$ cat src/rtl/simd_fault_pkg.sv
package simd_fault_pkg;

  // One-hot verdict encoding
  typedef enum logic [3:0] {
    FC_NONE = 4'b0001,
    FC_UD   = 4'b0010,
    FC_NM   = 4'b0100,
    FC_GP   = 4'b1000
  } fault_code_e;

  localparam int FC_W = 4;

  // Number of independent invalid-opcode causes
  localparam int UD_CAUSES = 4;

endpackage

$ cat src/rtl/simd_ud_check.sv
module simd_ud_check
  import simd_fault_pkg::*;
(
  input  logic cr0_ts,
  input  logic cr0_em,
  input  logic cr4_osfx,
  input  logic feat_present,
  input  logic lock_pfx,
  output logic ud_hit,
  output logic nm_hit
);

  logic [UD_CAUSES-1:0] cause;

  always_comb begin
    cause[0] = cr0_em;
    cause[1] = ~cr4_osfx;
    cause[2] = ~feat_present;
    cause[3] = lock_pfx;
  end

  assign ud_hit = |cause;
  assign nm_hit = cr0_ts;

endmodule

$ cat src/rtl/simd_mem_check.sv
module simd_mem_check #(
  parameter int          ADDR_W     = 32,
  parameter int          OP_BYTES   = 16,
  parameter int unsigned REAL_LIMIT = 32'h0000_FFFF
) (
  input  logic              mem_op,
  input  logic              real_mode,
  input  logic [ADDR_W-1:0] mem_addr,
  output logic              gp_hit
);

  localparam int OFS_W = (OP_BYTES > 1) ? $clog2(OP_BYTES) : 1;
  localparam int EXT_W = ADDR_W + 1;
  localparam logic [EXT_W-1:0] LIMIT_X = EXT_W'(REAL_LIMIT);
  localparam logic [EXT_W-1:0] SPAN_X  = EXT_W'(OP_BYTES - 1);

  logic             misaligned;
  logic             over_limit;
  logic [EXT_W-1:0] last_byte;

  generate
    if (OP_BYTES > 1) begin : g_align
      assign misaligned = |mem_addr[OFS_W-1:0];
    end else begin : g_noalign
      assign misaligned = 1'b0;
    end
  endgenerate

  assign last_byte  = {1'b0, mem_addr} + SPAN_X;
  assign over_limit = real_mode && (last_byte > LIMIT_X);
  assign gp_hit     = mem_op && (misaligned || over_limit);

endmodule

$ cat src/rtl/simd_fault_prio.sv
module simd_fault_prio
  import simd_fault_pkg::*;
(
  input  logic            clk,
  input  logic            rst,
  input  logic            chk_req,
  input  logic            ud_hit,
  input  logic            nm_hit,
  input  logic            gp_hit,
  output logic [FC_W-1:0] fault_code,
  output logic            fault_vld
);

  fault_code_e pick;
  fault_code_e code_q;
  logic        vld_q;

  always_comb begin
    if (ud_hit)      pick = FC_UD;
    else if (nm_hit) pick = FC_NM;
    else if (gp_hit) pick = FC_GP;
    else             pick = FC_NONE;
  end

  always_ff @(posedge clk) begin
    if (rst) begin
      code_q <= FC_NONE;
      vld_q  <= 1'b0;
    end else begin
      vld_q <= chk_req && (pick != FC_NONE);
      if (chk_req) code_q <= pick;
    end
  end

  assign fault_code = code_q;
  assign fault_vld  = vld_q;

  p_code_onehot_r1: assert property (@(posedge clk) disable iff (rst)
    $countones(fault_code) == 1);

  p_ud_first_r9: assert property (@(posedge clk) disable iff (rst)
    chk_req && ud_hit |=> fault_code == FC_UD);

  p_nm_over_gp_r9: assert property (@(posedge clk) disable iff (rst)
    chk_req && !ud_hit && nm_hit |=> fault_code == FC_NM);

  p_vld_after_req_r11: assert property (@(posedge clk) disable iff (rst)
    fault_vld |-> $past(chk_req));

  p_hold_r11: assert property (@(posedge clk) disable iff (rst)
    !chk_req |=> $stable(fault_code));

endmodule

$ cat src/rtl/simd_fault_gate.sv
module simd_fault_gate
  import simd_fault_pkg::*;
#(
  parameter int          ADDR_W     = 32,
  parameter int          OP_BYTES   = 16,
  parameter int unsigned REAL_LIMIT = 32'h0000_FFFF
) (
  input  logic              clk,
  input  logic              rst,
  input  logic              chk_req,
  input  logic              cr0_ts,
  input  logic              cr0_em,
  input  logic              cr4_osfx,
  input  logic              feat_present,
  input  logic              lock_pfx,
  input  logic              mem_op,
  input  logic [ADDR_W-1:0] mem_addr,
  input  logic              real_mode,
  output logic [FC_W-1:0]   fault_code,
  output logic              fault_vld
);

  logic ud_hit, nm_hit, gp_hit;

  simd_ud_check u_ud (
    .cr0_ts       (cr0_ts),
    .cr0_em       (cr0_em),
    .cr4_osfx     (cr4_osfx),
    .feat_present (feat_present),
    .lock_pfx     (lock_pfx),
    .ud_hit       (ud_hit),
    .nm_hit       (nm_hit)
  );

  simd_mem_check #(
    .ADDR_W     (ADDR_W),
    .OP_BYTES   (OP_BYTES),
    .REAL_LIMIT (REAL_LIMIT)
  ) u_mem (
    .mem_op    (mem_op),
    .real_mode (real_mode),
    .mem_addr  (mem_addr),
    .gp_hit    (gp_hit)
  );

  simd_fault_prio u_prio (
    .clk        (clk),
    .rst        (rst),
    .chk_req    (chk_req),
    .ud_hit     (ud_hit),
    .nm_hit     (nm_hit),
    .gp_hit     (gp_hit),
    .fault_code (fault_code),
    .fault_vld  (fault_vld)
  );

  p_lock_ud_r5: assert property (@(posedge clk) disable iff (rst)
    chk_req && lock_pfx |=> fault_code == FC_UD);

  p_emu_ud_r2: assert property (@(posedge clk) disable iff (rst)
    chk_req && cr0_em |=> fault_code == FC_UD);

  p_osfx_ud_r3: assert property (@(posedge clk) disable iff (rst)
    chk_req && !cr4_osfx |=> fault_code == FC_UD);

  p_feat_ud_r4: assert property (@(posedge clk) disable iff (rst)
    chk_req && !feat_present |=> fault_code == FC_UD);

  p_ts_fault_r6: assert property (@(posedge clk) disable iff (rst)
    chk_req && cr0_ts |=> fault_code != FC_NONE);

  p_reg_no_gp_r10: assert property (@(posedge clk) disable iff (rst)
    chk_req && !mem_op |=> fault_code != FC_GP);

  p_misalign_r7: assert property (@(posedge clk) disable iff (rst)
    chk_req && mem_op && (mem_addr[3:0] != 4'd0) |=> fault_code != FC_NONE);

endmodule

$ cat config.mk
export PLATFORM = sky130hd
export DESIGN_NAME = simd_fault_gate
export DESIGN_NICKNAME = d
export VERILOG_FILES = /design/src/rtl/simd_fault_pkg.sv /design/src/rtl/simd_ud_check.sv /design/src/rtl/simd_mem_check.sv /design/src/rtl/simd_fault_prio.sv /design/src/rtl/simd_fault_gate.sv
export SDC_FILE = /design/constraint.sdc
export NUM_CORES = 1
export LEC_CHECK = 0
export CORE_ASPECT_RATIO = 1.2
export CORE_MARGIN = 2
export CORE_UTILIZATION = 45
export CTS_BUF_LIST = sky130_fd_sc_hd__clkbuf_8
export DETAILED_ROUTE_END_ITERATION = 7
export HOLD_SLACK_MARGIN = 0.1
export PLACE_DENSITY = 0.91
export SETUP_SLACK_MARGIN = 0.02
export SYNTH_ARGS = -nofsm -noshare
export SYNTH_HDL_FRONTEND = slang
export SYNTH_SLANG_ARGS = --single-unit
$ cat constraint.sdc
create_clock -name clk -period 7.2 [get_ports clk]
set_input_delay 1.44 -clock clk [delete_from_list [all_inputs] [get_ports clk]]
set_output_delay 1.44 -clock clk [all_outputs]
set_load 0.005 [all_outputs]
== Word-level counts from Yosys, hierarchy flattened ==
Cells that the tools add are included.

* Word-level logic and storage cells: 16
* Input bits: 42
* Bits in registers: 5
* Output and inout bits: 5

* Reductions and logical operators: 6
* Bitwise operators: 2
* Add/sub/neg operators: 1
* Eq/ne operators: 1
* Magnitude comparators: 1
* Mux-type cells: 3

{| class="wikitable"
|+ Operators with widths
! cell !! number
|-
| $add 32x4->33 const B || 1
|-
| $gt 33x16->1 const B || 1
|-
| $mux 4 || 3
|-
| $reduce_or 4->1 || 2
|-
| $ne 4x1->1 const B || 1
|-
| $logic_and 1x1->1 || 3
|-
| $not 1->1 || 2
|-
| $logic_or 1x1->1 || 1
|}

== Longest topological paths before layout ==
Gate-level depths: netlist of run 1.

* Depth in word-level cells: 10
* Depth in mapped cells: 10

== Cells and area by module ==
From an unflattened synthesis of run 1, not the netlist that was laid out.

* Cell total of the unflattened synthesis: 114
* Area total of the unflattened synthesis: 888.4 sq um

{| class="wikitable"
|+ Modules (own cells, without submodules)
! module !! area an instance (sq um) !! instances !! cells an instance !! sequential area each (sq um)
|-
| simd_mem_check || 686.9 || 1 || 95 || 0.0
|-
| simd_fault_prio || 182.7 || 1 || 17 || 100.1
|-
| simd_ud_check || 18.8 || 1 || 2 || 0.0
|}

== Worst setup path after synthesis of run 1 ==
No wires, ideal clock.

* Kind: input to register
* From: in mem_addr[0]
* To: reg u_prio.code_q[0] (netlist: u_prio.fault_code[0])
* Cell stages on the path: 9
* Slack: 3.495 ns
* Data required time: 7.079 ns
* Arrival time: 3.584 ns
* Path buffers: 0
* Cell sequence: inv_1 > ha_1 > nor3b_1 > nor2_1 > or4_1 > a2111oi_0 > nor4_2 > a41oi_1 > nor2_1

* Cells in the longest elaborated chain, start to end: 8
* Elaborated cells on any way between the ends: 9
* Those cells by class: add/sub (1); order compare (1); mux (3); reduce/logical (4)

{| class="wikitable"
|+ Ends and longest elaborated chain
! what !! RTL line !! RTL
|-
| from (decl) || simd_fault_gate.sv:17 || <nowiki>input logic [ADDR_W-1:0] mem_addr,</nowiki>
|-
| $add 32x4->33 || simd_mem_check.sv:29 || <nowiki>assign last_byte = {1'b0, mem_addr} + SPAN_X;</nowiki>
|-
| $gt 33x16->1 || simd_mem_check.sv:30 || <nowiki>assign over_limit = real_mode && (last_byte > LIMIT_X);</nowiki>
|-
| $logic_and 1x1->1 || simd_mem_check.sv:30 ||
|-
| $logic_or 1x1->1 (*) || simd_mem_check.sv:31 || <nowiki>assign gp_hit = mem_op && (misaligned || over_limit);</nowiki>
|-
| $logic_and 1x1->1 (*) || simd_mem_check.sv:31 ||
|-
| $mux 4 (*) || simd_fault_prio.sv:21 || <nowiki>else if (gp_hit) pick = FC_GP;</nowiki>
|-
| $mux 4 (*) || simd_fault_prio.sv:20 || <nowiki>else if (nm_hit) pick = FC_NM;</nowiki>
|-
| $mux 4 (*) || simd_fault_prio.sv:19 || <nowiki>if (ud_hit) pick = FC_UD;</nowiki>
|-
| to (signal assigned) || simd_fault_prio.sv:31 || <nowiki>if (chk_req) code_q <= pick;</nowiki>
|-
| to (decl) || simd_fault_prio.sv:15 || <nowiki>fault_code_e code_q;</nowiki>
|}

Mark *: on every way between the ends. The rest lies on a longest branch, timed or not.
A chain may end at the register's enable or synchronous reset.

== Worst setup path in the final report of run 1 ==
Ends and elaborated chain as after synthesis.

==> impl_metrics.json, run 1 <==
{
  "hold_violations": 0,
  "placed_area_um2": 1410,
  "core.rowCount": 18,
  "cp-start-kind": "input pin",
  "routabilityCongestion": 1.04,
  "io_pins": 47,
  "p_leak_nw": 0.479,
  "worstMarginPinSlew_ns": 0.642,
  "syn_to_final_growth_pct": 54.9,
  "yosysTopAreaCellShare_pct": 10.7,
  "wl_um": 2940,
  "slew_violations": 0,
  "worstReg2RegStart": "u_prio.fault_code[3]",
  "cts_resized": 0,
  "drv_cap": 0,
  "dp.cells": 201,
  "skew_ns": 0,
  "coreArea_um2": 2000,
  "syn-num-nets": 183,
  "yosys.area.top_type": "dfxtp_1",
  "r2r-end": "u_prio.fault_code[3]",
  "cp-end-kind": "flip-flop",
  "synth_edf_count": 0,
  "die_y_um": 54.0,
  "wl_per_cell_um": 14.4,
  "clk_pin_slew_worst_paths_ns": 0.03,
  "cts_buffer_depth": 2,
  "gr-total-overflow": 0,
  "r2r_slack_ns": 6.46,
  "grt_pass1_wl_um": 4620,
  "seq_area_frac_synth_pct": 10.7,
  "worst_hold_path_type": "flip-flop to flip-flop",
  "grt_pass1_vias": 1150,
  "post-route-min-period_ns": 4.37,
  "powerDensity_nw_per_um2": 92.2,
  "hp-start": "u_prio.fault_code[2]",
  "cts_setup_buffers": 0,
  "whs_ns": 0.480,
  "synthArstFlopShare_pct": 0,
  "fin_crit_sh_pct": 60.6,
  "cp.arrival_ns": 4.47,
  "holdPathEnd": "u_prio.fault_code[2]",
  "antenna_found_initial": 0,
  "rsz0062_at_grt": "false",
  "grt_usage_pct": 25.1,
  "cts_root_buffer": "clkbuf_8",
  "hpwl_um": 2440,
  "nets": 230,
  "instances_no_fill": 205,
  "clock-sinks": 5,
  "drtIter0Drc": 51,
  "cts_max_level": 1,
  "n_antenna_cell": 0,
  "design_area_um2": 1450,
  "slew_headroom_pct": 56.8,
  "utilization_pct": 72.3,
  "cts_tree": "done",
  "rr_worst_depth": 3,
  "ctsHoldBuffers": 0,
  "holdPathStages": 2,
  "synth_cell_types": 41,
  "critPathKind": "input pin to flip-flop",
  "path_max_fanout": 6,
  "firstDrtPassIters": 5,
  "grt_max_degree": 10,
  "clk_latency_ns": 0.22,
  "initial_core_util_pct": 46.7,
  "dieWidth_um": 45.6,
  "yosys_warnings": 0,
  "synth-seq-cells": 5,
  "tns_ns": 0,
  "synth_area_per_cell_um2": 6.73,
  "status": "completed",
  "antenna_left": 0,
  "port_buffers": 46,
  "syn_inst": 139,
  "fmax_mhz": 229,
  "syn_area_um2": 936,
  "drc": 0,
  "synth_area_leaders": "dfxtp_1 (11%), nand4_1 (9.4%), nor2_1 (6.4%)",
  "numCtsBuffers": 3,
  "setup_viol": 0,
  "synthFlopType": "dfxtp_1",
  "peakVddDrop_mv": 0.0563,
  "via_count": 1325,
  "drive_above_1_share_pct": 4.32,
  "viasPerCell": 6.46,
  "die_area_um2": 2460,
  "cp.required_ns": 7.30
}
-- per-stage QoR --
| stage | power, mW | setup slack (ns) |
|---|---|---|
| 6_report | 0.134 | 2.83 |
| 5_1_grt | 0.141 | 2.56 |
| 4_1_cts | 0.134 | 2.88 |
| 3_5_place_dp | 0.0836 | 2.66 |
| 3_3_place_gp | 0.0827 | 2.67 |
| 2_1_floorplan | 0.0478 | 3.50 |
-- how the worst max path moves through the flow --
stage	startpoint	end	slack, ns
after global placement	mem_addr[0]	u_prio.fault_code[0]	2.67
after detailed placement	mem_addr[0]	u_prio.fault_code[0]	2.66
final	mem_addr[0]	u_prio.fault_code[0]	2.83
after CTS	mem_addr[0]	u_prio.fault_code[0]	2.88
after floorplan	mem_addr[0]	u_prio.fault_code[0]	3.50
after global routing	mem_addr[0]	u_prio.fault_code[0]	2.56
-- synth_stat cells (2+ instances only) --
library cell	n
nor4_1	7
nand2_1	12
ha_1	2
and4_1	3
inv_1	5
o31ai_1	3
or4b_1	2
nor4_2	2
clkbuf_1	3
nor3_1	7
or4_1	3
dfxtp_1	5
xor2_1	3
a41oi_1	2
o21ai_0	4
and3_1	5
mux2_2	3
nand3_1	7
a21oi_1	5
nand2b_1	2
nand4_1	14
a211oi_1	3
o31a_1	2
nor2_1	16
and2_1	3
-- logic make-up after synthesis --
kind of cell | after synthesis | share of synthesized area (%)
muxes | 4 | 4.68
buffers and inverters | 9 | 3.74
and+or+nand+nor | 90 | 55.3
DFF | 5 | 10.7
AOI/OAI and AO/OA | 25 | 19.1
adders and majority gates | 2 | 2.67
xor gates and xnor gates | 4 | 3.74
-- area by class of cell --
type                       count  area (um2)
multi-input combinational    125         801
fill                         151         554
timing repair buffer          46         460
sequential                     5         100
clock buffer                   3        41.3
tap                           20        25.0
inverter                       5        18.8
clock inverter                 1        3.75
-- flip-flops by register name, summed over array words and instances (netlist names) --
register / count
u_prio.fault_code: 4
u_prio.fault_vld: 1
-- cells in the final DEF, fill, tap and decap left out, types with 4 or more instances in the layout --
master           count
inv_1                6
nand3_1              7
dfxtp_1              5
nand4_1             14
nor2_1              16
nor3_1               7
nor4_1               7
clkdlybuf4s50_1     46
o21ai_0              4
and3_1               5
nand2_1             12
a21oi_1              5
-- routing by layer --
metal	global-route usage (%)	wire length [um]	vias to the layer above
met2	46.2	1500	82
met3	3.69	245	6
met4	8.82	34	0
li1	-	-	652
met1	28.4	1160	585
met5	0	0	-
-- worst max-delay path: stages --
cell	delay, ns
clkdlybuf4s50_1	0.43
inv_1	0.09
ha_1	0.16
nor3b_1	0.55
nor2_1	0.23
or4_1	0.52
a2111oi_0	0.59
nor4_2	0.12
a41oi_1	0.27
nor2_1	0.07
-- where the power goes --
part	leakage, nW	switching [mW]	total (mW)	internal, mW
logic	0.411	0.0237	0.0544	0.0307
clock network	0.0269	0.0130	0.0495	0.0365
registers	0.0412	0.000557	0.0297	0.0292
Note: power is estimated with default switching activity, not from simulation.
==> inputs of run 2 (changes only) <==
- CORE_UTILIZATION: 45 -> 37
- PLACE_DENSITY: 0.91 -> 0.8
- clock period: 7.2 -> 4 ns (I/O delays scaled with it)
==> run 2 against run 1 <==
Compared with the run above:
- critical endpoint unchanged
- utilization down 9.2 points
- setup slack worse by 2.4 ns
- highest routed layer unchanged
- register-to-register slack worse by 3.2 ns
- global-route usage down 3.9 points
- critical path depth down 2
- largest power group unchanged
- sequential power up 80%
==> impl_metrics.json, run 2 (synthesized netlist as in run 1, its figures left out) <==
{
  "slowest_delay_ns": 0.62,
  "wl_per_cell_um": 13.9,
  "grt_pass1_wl_um": 5020,
  "fin_crit_sh_pct": 88.6,
  "grt_pass1_vias": 1257,
  "drc": 0,
  "slew_violations": 0,
  "power.total_mw": 0.242,
  "pre_cts_ws_ns": 0.230,
  "p_leak_nw": 0.492,
  "drv_cap": 0,
  "cp.arrival_ns": 3.65,
  "critical-path-top-delay-family": "simple AND/OR/NAND/NOR gates",
  "clock-sinks": 5,
  "fmax_mhz": 282,
  "cts_max_level": 1,
  "rsz0062_at_grt": "false",
  "utilization_pct": 63.2,
  "path_max_fanout": 7,
  "cts_tree": "done",
  "hpwl_um": 2580,
  "ctsHoldBuffers": 0,
  "initial_core_util_pct": 39.8,
  "drtIter0Drc": 40,
  "cp-start-kind": "input pin",
  "worstMarginPinSlew_ns": 0.656,
  "layout_commonest_cell": "clkdlybuf4s50_1",
  "wl_um": 3040,
  "dieWidth_um": 49.9,
  "port_buffers": 46,
  "grt_usage_pct": 21.2,
  "die_area_um2": 2950,
  "design_area_um2": 1490,
  "setup_ws_ns": 0.457,
  "post-route-min-period_ns": 3.54,
  "crit_chain": "clkdlybuf4s50_1, nand2_1, or4b_1, or4_1, a2111oi_0, nor4_2, a41oi_1, nor2_1",
  "powerDensity_nw_per_um2": 163,
  "hold_violations": 0,
  "largest_reg_flops": 4,
  "cts_setup_buffers": 0,
  "mostFrequentLayoutCells": "clkdlybuf4s50_1 (46), nor2_1 (16), nand4_1 (14)",
  "firstDrtPassIters": 4,
  "clk_latency_ns": 0.22,
  "drive_above_1_share_pct": 5.85,
  "placed_area_um2": 1440,
  "cts_resized": 0,
  "cts_root_buffer": "clkbuf_8",
  "coreArea_um2": 2350,
  "die_y_um": 59.1,
  "via_count": 1312,
  "io_pins": 47,
  "n_antenna_cell": 0,
  "tns_ns": 0,
  "clk_pin_slew_worst_paths_ns": 0.03,
  "skew_ns": 0,
  "antenna_left": 0,
  "gr-total-overflow": 0,
  "peakVddDrop_mv": 0.137,
  "core.rowCount": 19,
  "cp.required_ns": 4.10,
  "antenna_found_initial": 0,
  "critPathKind": "input pin to flip-flop",
  "slowest_stage": "a2111oi_0",
  "syn_to_final_growth_pct": 58.8,
  "worst_hold_path_type": "flip-flop to flip-flop",
  "grt_max_degree": 10,
  "numCtsBuffers": 3,
  "status": "completed",
  "routabilityCongestion": 0.963,
  "cp-end-kind": "flip-flop",
  "viasPerCell": 5.99,
  "slew_headroom_pct": 55.9,
  "setup_viol": 0,
  "critPathBufInv": 1,
  "cts_buffer_depth": 2,
  "nets": 233
}
run 2: cell types whose count changed in the layout (fill, tap and decap cells not counted):
cell	previous run	this run
buf_4	0	3
run 2: worst paths after layout:
path	start	endpoint	slack [ns]	cells after the start
worst max-delay path	mem_addr[4]	u_prio.fault_code[0]	0.46	8
worst min-delay path	u_prio.fault_code[0]	u_prio.fault_code[0]	0.47	2
worst max register to register	u_prio.fault_code[3]	u_prio.fault_code[3]	3.27	3
worst min register to register	u_prio.fault_code[0]	u_prio.fault_code[0]	0.47	2
run 2: worst reg2reg max path, cell delays in order (launching register included):
cell     delay (ns)
dfxtp_1        0.32
inv_1          0.05
o221a_1        0.23
nor2_1         0.07
run 2: per-layer routing:
metal / global-route usage [%] / share of wire, % / vias to the layer above
met3: 2.02 / 6.9 / 9
met5: 0 / 0 / -
li1: - / - / 657
met4: 9.13 / 2.1 / 0
met2: 40.6 / 49 / 63
met1: 23.5 / 42 / 583
run 2: metrics by stage:
step | hold slack, ns | instances
2_1_floorplan | 0.456 | 139
3_3_place_gp | 0.459 | 215
3_5_place_dp | 0.467 | 215
4_1_cts | 0.475 | 219
5_1_grt | 0.505 | 219
6_report | 0.470 | 219
run 2: area by class of cell:
cell class	count	area, um2
well taps	31	38.8
multi-input cells	125	801
inverters	5	18.8
repair buffers	49	483
flip-flops and latches	5	100
clock inverters	1	3.75
fillers	219	867
clock buffers	3	41.3
run 2: power by group:
part           internal [mW]  switching (mW)
clock                 0.0656          0.0233
combinational         0.0560          0.0437
sequential            0.0525        0.000881
total                  0.174          0.0678
